===== src/rtl/pcc_pkg.sv =====
package pcc_pkg;

  // strobes from the control half to the datapath half
  typedef struct packed {
    logic cntEn;      // step the lower counter this rising edge
    logic cntUp;      // step direction
    logic latchLoad;  // snapshots load on this falling edge
    logic busEn;      // host access active, drive the bus
  } pccStrobe_t;

endpackage


===== src/rtl/pcc_control.sv =====
module pcc_control
  import pcc_pkg::*;
#(
  parameter int NB    = 3,
  parameter int SEL_W = 2
) (
  input  logic             clk,
  input  logic             rstN,
  input  logic             cntReq,
  input  logic             cntUp,
  input  logic             selN,
  input  logic             oeN,
  input  logic [SEL_W-1:0] byteSel,
  output pccStrobe_t       strobes,
  output logic             frozen
);

  localparam logic [SEL_W-1:0] LAST_IDX = SEL_W'(NB - 1);

  logic access;
  logic lastByte;
  logic frozenQ;
  logic lastSeenQ;

  assign access   = !selN && !oeN;
  assign lastByte = (byteSel == LAST_IDX);

  // freeze state lives on the falling edge, half a cycle from the counters
  always_ff @(negedge clk) begin
    if (!rstN) begin
      frozenQ   <= 1'b0;
      lastSeenQ <= 1'b0;
    end else if (!frozenQ) begin
      lastSeenQ <= 1'b0;
      if (access) frozenQ <= 1'b1;
    end else begin
      if (access && lastByte) lastSeenQ <= 1'b1;
      if (!access && lastSeenQ) begin
        frozenQ   <= 1'b0;
        lastSeenQ <= 1'b0;
      end
    end
  end

  always_comb begin
    strobes.cntEn     = cntReq;
    strobes.cntUp     = cntUp;
    strobes.latchLoad = !frozenQ;
    strobes.busEn     = access;
  end

  assign frozen = frozenQ;

endmodule


===== src/rtl/pcc_byte_mux.sv =====
module pcc_byte_mux #(
  parameter int BUS_W = 8,
  parameter int NB    = 3,
  parameter int SEL_W = 2
) (
  input  logic [NB*BUS_W-1:0] packed24,
  input  logic [SEL_W-1:0]    byteSel,
  input  logic                busEn,
  output logic [BUS_W-1:0]    dataOut
);

  logic [BUS_W-1:0] bytes [NB];

  // index 0 is the most significant byte
  for (genvar k = 0; k < NB; k++) begin : g_slice
    assign bytes[k] = packed24[(NB-1-k)*BUS_W +: BUS_W];
  end

  always_comb begin
    dataOut = '0;
    for (int k = 0; k < NB; k++) begin
      if (busEn && (byteSel == SEL_W'(k))) dataOut = bytes[k];
    end
  end

endmodule


===== src/rtl/pcc_datapath.sv =====
module pcc_datapath
  import pcc_pkg::*;
#(
  parameter int LOW_W = 16,
  parameter int EXT_W = 8,
  parameter int BUS_W = 8,
  parameter int NB    = 3,
  parameter int SEL_W = 2
) (
  input  logic             clk,
  input  logic             rstN,
  input  pccStrobe_t       strobes,
  input  logic [SEL_W-1:0] byteSel,
  output logic [BUS_W-1:0] dataOut,
  output logic             cascPulse,
  output logic             cascUp,
  output logic [LOW_W-1:0] lowCnt,
  output logic [EXT_W-1:0] extCnt,
  output logic [LOW_W-1:0] lowLatch,
  output logic [EXT_W-1:0] extLatch
);

  localparam logic [LOW_W-1:0] LOW_MAX = '1;
  localparam logic [LOW_W-1:0] LOW_MIN = '0;

  logic             wrapNow;
  logic [EXT_W-1:0] extAdj;

  assign wrapNow = strobes.cntEn &&
                   (strobes.cntUp ? (lowCnt == LOW_MAX) : (lowCnt == LOW_MIN));

  // live counters and carry pulse
  always_ff @(posedge clk) begin
    if (!rstN) begin
      lowCnt    <= '0;
      extCnt    <= '0;
      cascPulse <= 1'b0;
      cascUp    <= 1'b0;
    end else begin
      if (strobes.cntEn) lowCnt <= strobes.cntUp ? lowCnt + 1'b1 : lowCnt - 1'b1;
      cascPulse <= wrapNow;
      cascUp    <= wrapNow && strobes.cntUp;
      if (cascPulse) extCnt <= cascUp ? extCnt + 1'b1 : extCnt - 1'b1;
    end
  end

  // extension value with any carry still in flight folded in
  assign extAdj = cascPulse ? (cascUp ? extCnt + 1'b1 : extCnt - 1'b1) : extCnt;

  // snapshots load together on the falling edge
  always_ff @(negedge clk) begin
    if (!rstN) begin
      lowLatch <= '0;
      extLatch <= '0;
    end else if (strobes.latchLoad) begin
      lowLatch <= lowCnt;
      extLatch <= extAdj;
    end
  end

  pcc_byte_mux #(
    .BUS_W (BUS_W),
    .NB    (NB),
    .SEL_W (SEL_W)
  ) u_mux (
    .packed24 ({extLatch, lowLatch}),
    .byteSel  (byteSel),
    .busEn    (strobes.busEn),
    .dataOut  (dataOut)
  );

endmodule


===== src/rtl/posCascadeCounter.sv =====
module posCascadeCounter
  import pcc_pkg::*;
#(
  parameter int LOW_W = 16,
  parameter int EXT_W = 8,
  parameter int BUS_W = 8,
  localparam int NB    = (LOW_W + EXT_W) / BUS_W,
  localparam int SEL_W = $clog2(NB)
) (
  input  logic             clk,
  input  logic             rstN,
  input  logic             cntReq,
  input  logic             cntUp,
  input  logic             selN,
  input  logic             oeN,
  input  logic [SEL_W-1:0] byteSel,
  output logic [BUS_W-1:0] dataOut,
  output logic             cascPulse,
  output logic             cascUp
);

  pccStrobe_t       strobes;
  logic             frozen;
  logic [LOW_W-1:0] lowCnt;
  logic [EXT_W-1:0] extCnt;
  logic [LOW_W-1:0] lowLatch;
  logic [EXT_W-1:0] extLatch;

  pcc_control #(
    .NB    (NB),
    .SEL_W (SEL_W)
  ) u_ctrl (
    .clk     (clk),
    .rstN    (rstN),
    .cntReq  (cntReq),
    .cntUp   (cntUp),
    .selN    (selN),
    .oeN     (oeN),
    .byteSel (byteSel),
    .strobes (strobes),
    .frozen  (frozen)
  );

  pcc_datapath #(
    .LOW_W (LOW_W),
    .EXT_W (EXT_W),
    .BUS_W (BUS_W),
    .NB    (NB),
    .SEL_W (SEL_W)
  ) u_dp (
    .clk       (clk),
    .rstN      (rstN),
    .strobes   (strobes),
    .byteSel   (byteSel),
    .dataOut   (dataOut),
    .cascPulse (cascPulse),
    .cascUp    (cascUp),
    .lowCnt    (lowCnt),
    .extCnt    (extCnt),
    .lowLatch  (lowLatch),
    .extLatch  (extLatch)
  );

endmodule


===== config.mk =====
export PLATFORM = sky130hd
export DESIGN_NAME = posCascadeCounter
export DESIGN_NICKNAME = d
export VERILOG_FILES = /design/src/rtl/pcc_pkg.sv /design/src/rtl/pcc_control.sv /design/src/rtl/pcc_byte_mux.sv /design/src/rtl/pcc_datapath.sv /design/src/rtl/posCascadeCounter.sv
export SDC_FILE = /design/constraint.sdc
export NUM_CORES = 1
export LEC_CHECK = 0
export ABC_AREA = 1
export CORE_ASPECT_RATIO = 0.5
export CORE_MARGIN = 2
export CORE_UTILIZATION = 30
export DETAILED_ROUTE_END_ITERATION = 6
export PLACE_DENSITY = 0.45
export SYNTH_ARGS = -nofsm -noshare
export SYNTH_HDL_FRONTEND = slang
export SYNTH_SLANG_ARGS = --single-unit

===== constraint.sdc =====
create_clock -name clk -period 3.4 [get_ports clk]
set_input_delay 0.68 -clock clk [delete_from_list [all_inputs] [get_ports clk]]
set_output_delay 0.68 -clock clk [all_outputs]
set_load 0.1 [all_outputs]

==> metrics, run 1 <==
Hold WC Path Type=register to register; PortBufs=17; max_cap viols=0; final setup fails=8; FF-to-FF path depth=11; combinational share of power=23.5%; Post-Syn Area=3308 um^2; cells along the critical path=inv_1, o211ai_1, buf_12; clock skew=approximately 86 ps; FF+latch count, synth=52; full die area=between 10000 and 15000 um^2; GRT Overall Usage=between 10% and 20%; clock-pin slew on the worst setup and hold paths=30 ps; gr ovfl total=0; Root Buffer=clkbuf_16; fin nets=between 600 and 700; vias in the first global route=approximately 3200; sequential share of the synthesized area=31.47%; Ys Warns=0; hold path depth=2; cell taking the most area after synthesis=dfxtp_1; CP max stage delay=310 ps; core footprint=about 11000 um^2; fraction of final layout cells sized beyond drive strength 1=between 10% and 20%; CP top delay family=compound AO/OA/AOI/OAI gates; Clk pwr share=between 30% and 40%; Leakage=2.257 nW; final max-slew violation count=0; Buf/Inv on CP=2; hold_buf cts=0; unrepaired setup endpoints after global routing=yes; Detailed Route WL=roughly 8900 um; Initial Utilization=a little under a third; Max-Slew Margin vs Limit=56.39%; P_int=between 0.001 and 0.0015 W; kind of critical path=register to output port; num rows=27; Synth top area share=31.47%; most frequent cells in the layout=inv_1, nand2_1, a21oi_1, dfxtp_1, nor2_1; routed vias=3228; die width=152.5 um; initial antenna violation count=0; Worst setup EP type=output port; pin count of the biggest net entering global routing=24; cts bufs inserted=5; Worst path slowest cell=o211ai_1; Design Power=0.001732 W; Max Fanout on Critical Path=2; GP Congestion=between 0.8 and 0.9; drt wl/cell=around 12 um; io pins=18; initial DRC count=126; Clock Path Buffers=2; power share of the sequential group=about two fifths; Setup WS post-layout=-210.9 ps; global-route wire length before repair=15380 um; final HPWL from detailed placement=between 6000 and 7000 um; CTS H-tree lvls=2; area grow syn2layout=31.51%; syn nets=approximately 540; Syn Area/Cell=6.474 um^2; FILL cells=1194; Clock Latency Late Sink=~370 ps; CP arrival=around 3000 ps; CTS tree=done; final-report hold violation count=0; vias per cell=4.471; PD cells=approximately 400 nW/um^2; Detail Route Antenna Nets=0; top cells by area, synth=dfxtp_1, nand2_1, inv_1; crit start category=register; Remaining DRCs=0; maximum vdd ir drop=209.2 uV; NetSw=between 0.0005 and 0.0006 W; sw frac=about a third; Pre-Repair DR Iteration Count=4; antenna cells=0; Clock Sinks=52; Worst Tran Pin Value=653.5 ps; failing checks=negative setup slack; Die Ht=a little under 80 um; post-synth cell types=32; Worst Path Required=2720 ps; Synth Instances=between 500 and 600; Final Util=39.99%; status=complete, but fails checks; path length in cells of the critical path=3
logic make-up (layout without fill, tap and decap cells):
group / after synthesis / after routing / share of synthesized area [%]
AND/OR/NAND/NOR: 231 / 231 / 30.75
flip-flops: 52 / 52 / 31.47
buffers and inverters: 115 / 181 / 13.28
XOR/XNOR: 7 / 7 / 1.853
adder cells (fa/ha/maj): 22 / 22 / 8.775
AO/OA/AOI/OAI: 84 / 84 / 13.88
state kept, by name, summed over array words and instances, names as in the netlist:
signal	flops
u_ctrl.frozen	1
u_dp.lowCnt	16
u_dp.cascUp	1
u_ctrl.lastSeenQ	1
u_dp.lowLatch	16
u_dp.cascPulse	1
u_dp.extCnt	8
u_dp.extLatch	8
per-stage QoR:
| step | hold WS [ps] | setup TNS, ps | area [um^2] | worst slack (ps) | std cells |
|---|---|---|---|---|---|
| 6_report | 456.1 | -1087 | 4350 | -210.9 | 722 |
| 3_3_place_gp | 446.4 | -3760 | 4004 | -188.3 | 683 |
| 2_1_floorplan | 434.6 | -4530 | 3452 | -768.6 | 511 |
| 4_1_cts | 456.1 | -1144 | 4312 | -216.0 | 721 |
| 3_5_place_dp | 454.1 | -4142 | 4004 | -196.0 | 683 |
| 5_1_grt | 490.9 | -1638 | 4350 | -251.3 | 722 |
worst reg2reg max path: cells and delay by family, from the launching register on:
kind                     cells  cell delay [ps]
AO/OA/AOI/OAI                1               60
adder cells (fa/ha/maj)      1              400
buffers and inverters        2              230
flip-flops                   1              360
AND/OR/NAND/NOR              7              550
what timing repair did:
| item | in CTS | in global routing |
|---|---|---|
| resized for setup | 21 | 10 |
| buffers inserted | 5 | 1 |
| setup endpoints to repair | 8 | 12 |
| pin swaps | 9 | 15 |
power by group through the flow:
stage / Clock [W] / Combinational, W / Sequential [W]
after floorplan: 0.0000486 / 0.000298 / 0.000688
after global placement: 0.0000486 / 0.000396 / 0.000708
after detailed placement: 0.0000486 / 0.000398 / 0.000707
after CTS: 0.000636 / 0.000409 / 0.000700
after global routing: 0.000699 / 0.000470 / 0.000705
final: 0.000627 / 0.000406 / 0.000699
cell type report:
cell class                      count  area, um^2  area share, %
Multi-Input combinational cell    344        2012          46.25
Sequential cell                    52        1059          24.33
Inverter                          102       386.6          8.887
Tap cell                          145       181.4          4.170
Clock inverter                     27       101.3          2.330
Clock buffer                        7       142.6          3.279
Timing Repair Buffer               45       467.9          10.76
cell usage after synthesis:
| master | count |
|---|---|
| or2_1 | 1 |
| xor2_1 | 4 |
| inv_2 | 1 |
| fa_1 | 2 |
| nor2_4 | 1 |
| o211ai_1 | 7 |
| a211oi_1 | 1 |
| o21ai_0 | 25 |
| a21oi_1 | 44 |
| nor3_2 | 2 |
| nand4_1 | 7 |
| o22ai_1 | 2 |
| o221ai_1 | 3 |
| buf_2 | 6 |
| nand3_1 | 37 |
| nand3_2 | 1 |
| nor3_1 | 7 |
| a22oi_1 | 2 |
| xnor2_1 | 3 |
| nor4_1 | 1 |
| nand3b_1 | 3 |
| nor2_1 | 36 |
| or2_2 | 3 |
| clkbuf_1 | 6 |
| nor3_4 | 1 |
| ha_1 | 20 |
| nand2_1 | 126 |
| or2_4 | 1 |
| inv_1 | 102 |
| dfxtp_1 | 52 |
| nand2_2 | 3 |
| nor2_2 | 1 |
routing by layer:
| metal | vias up | routed length [um] | GRT usage (%) |
|---|---|---|---|
| li1 | 1756 | - | - |
| met1 | 1436 | 4534 | 20.94 |
| met2 | 31 | 4093 | 28.42 |
| met3 | 5 | 236 | 1.877 |
| met4 | 0 | 55 | 2.222 |
| met5 | - | 0 | 0 |
final timing paths:
kind	from	to	slack, ps
max	u_dp.lowLatch[15]	dataOut[7]	-210
min reg2reg	u_dp.lowLatch[14]	u_dp.lowLatch[14]	460
min	u_dp.lowLatch[14]	u_dp.lowLatch[14]	460
max reg2reg	u_dp.cascUp	u_dp.extLatch[6]	60
Note: power is estimated with default switching activity, not from simulation.
==> run 2: changes to the inputs <==
CTS_CLUSTER_SIZE = 8   (was not set)
==> results of run 2 <==
Same layout as run 1: the final DEF is identical, and so are final timing and power.
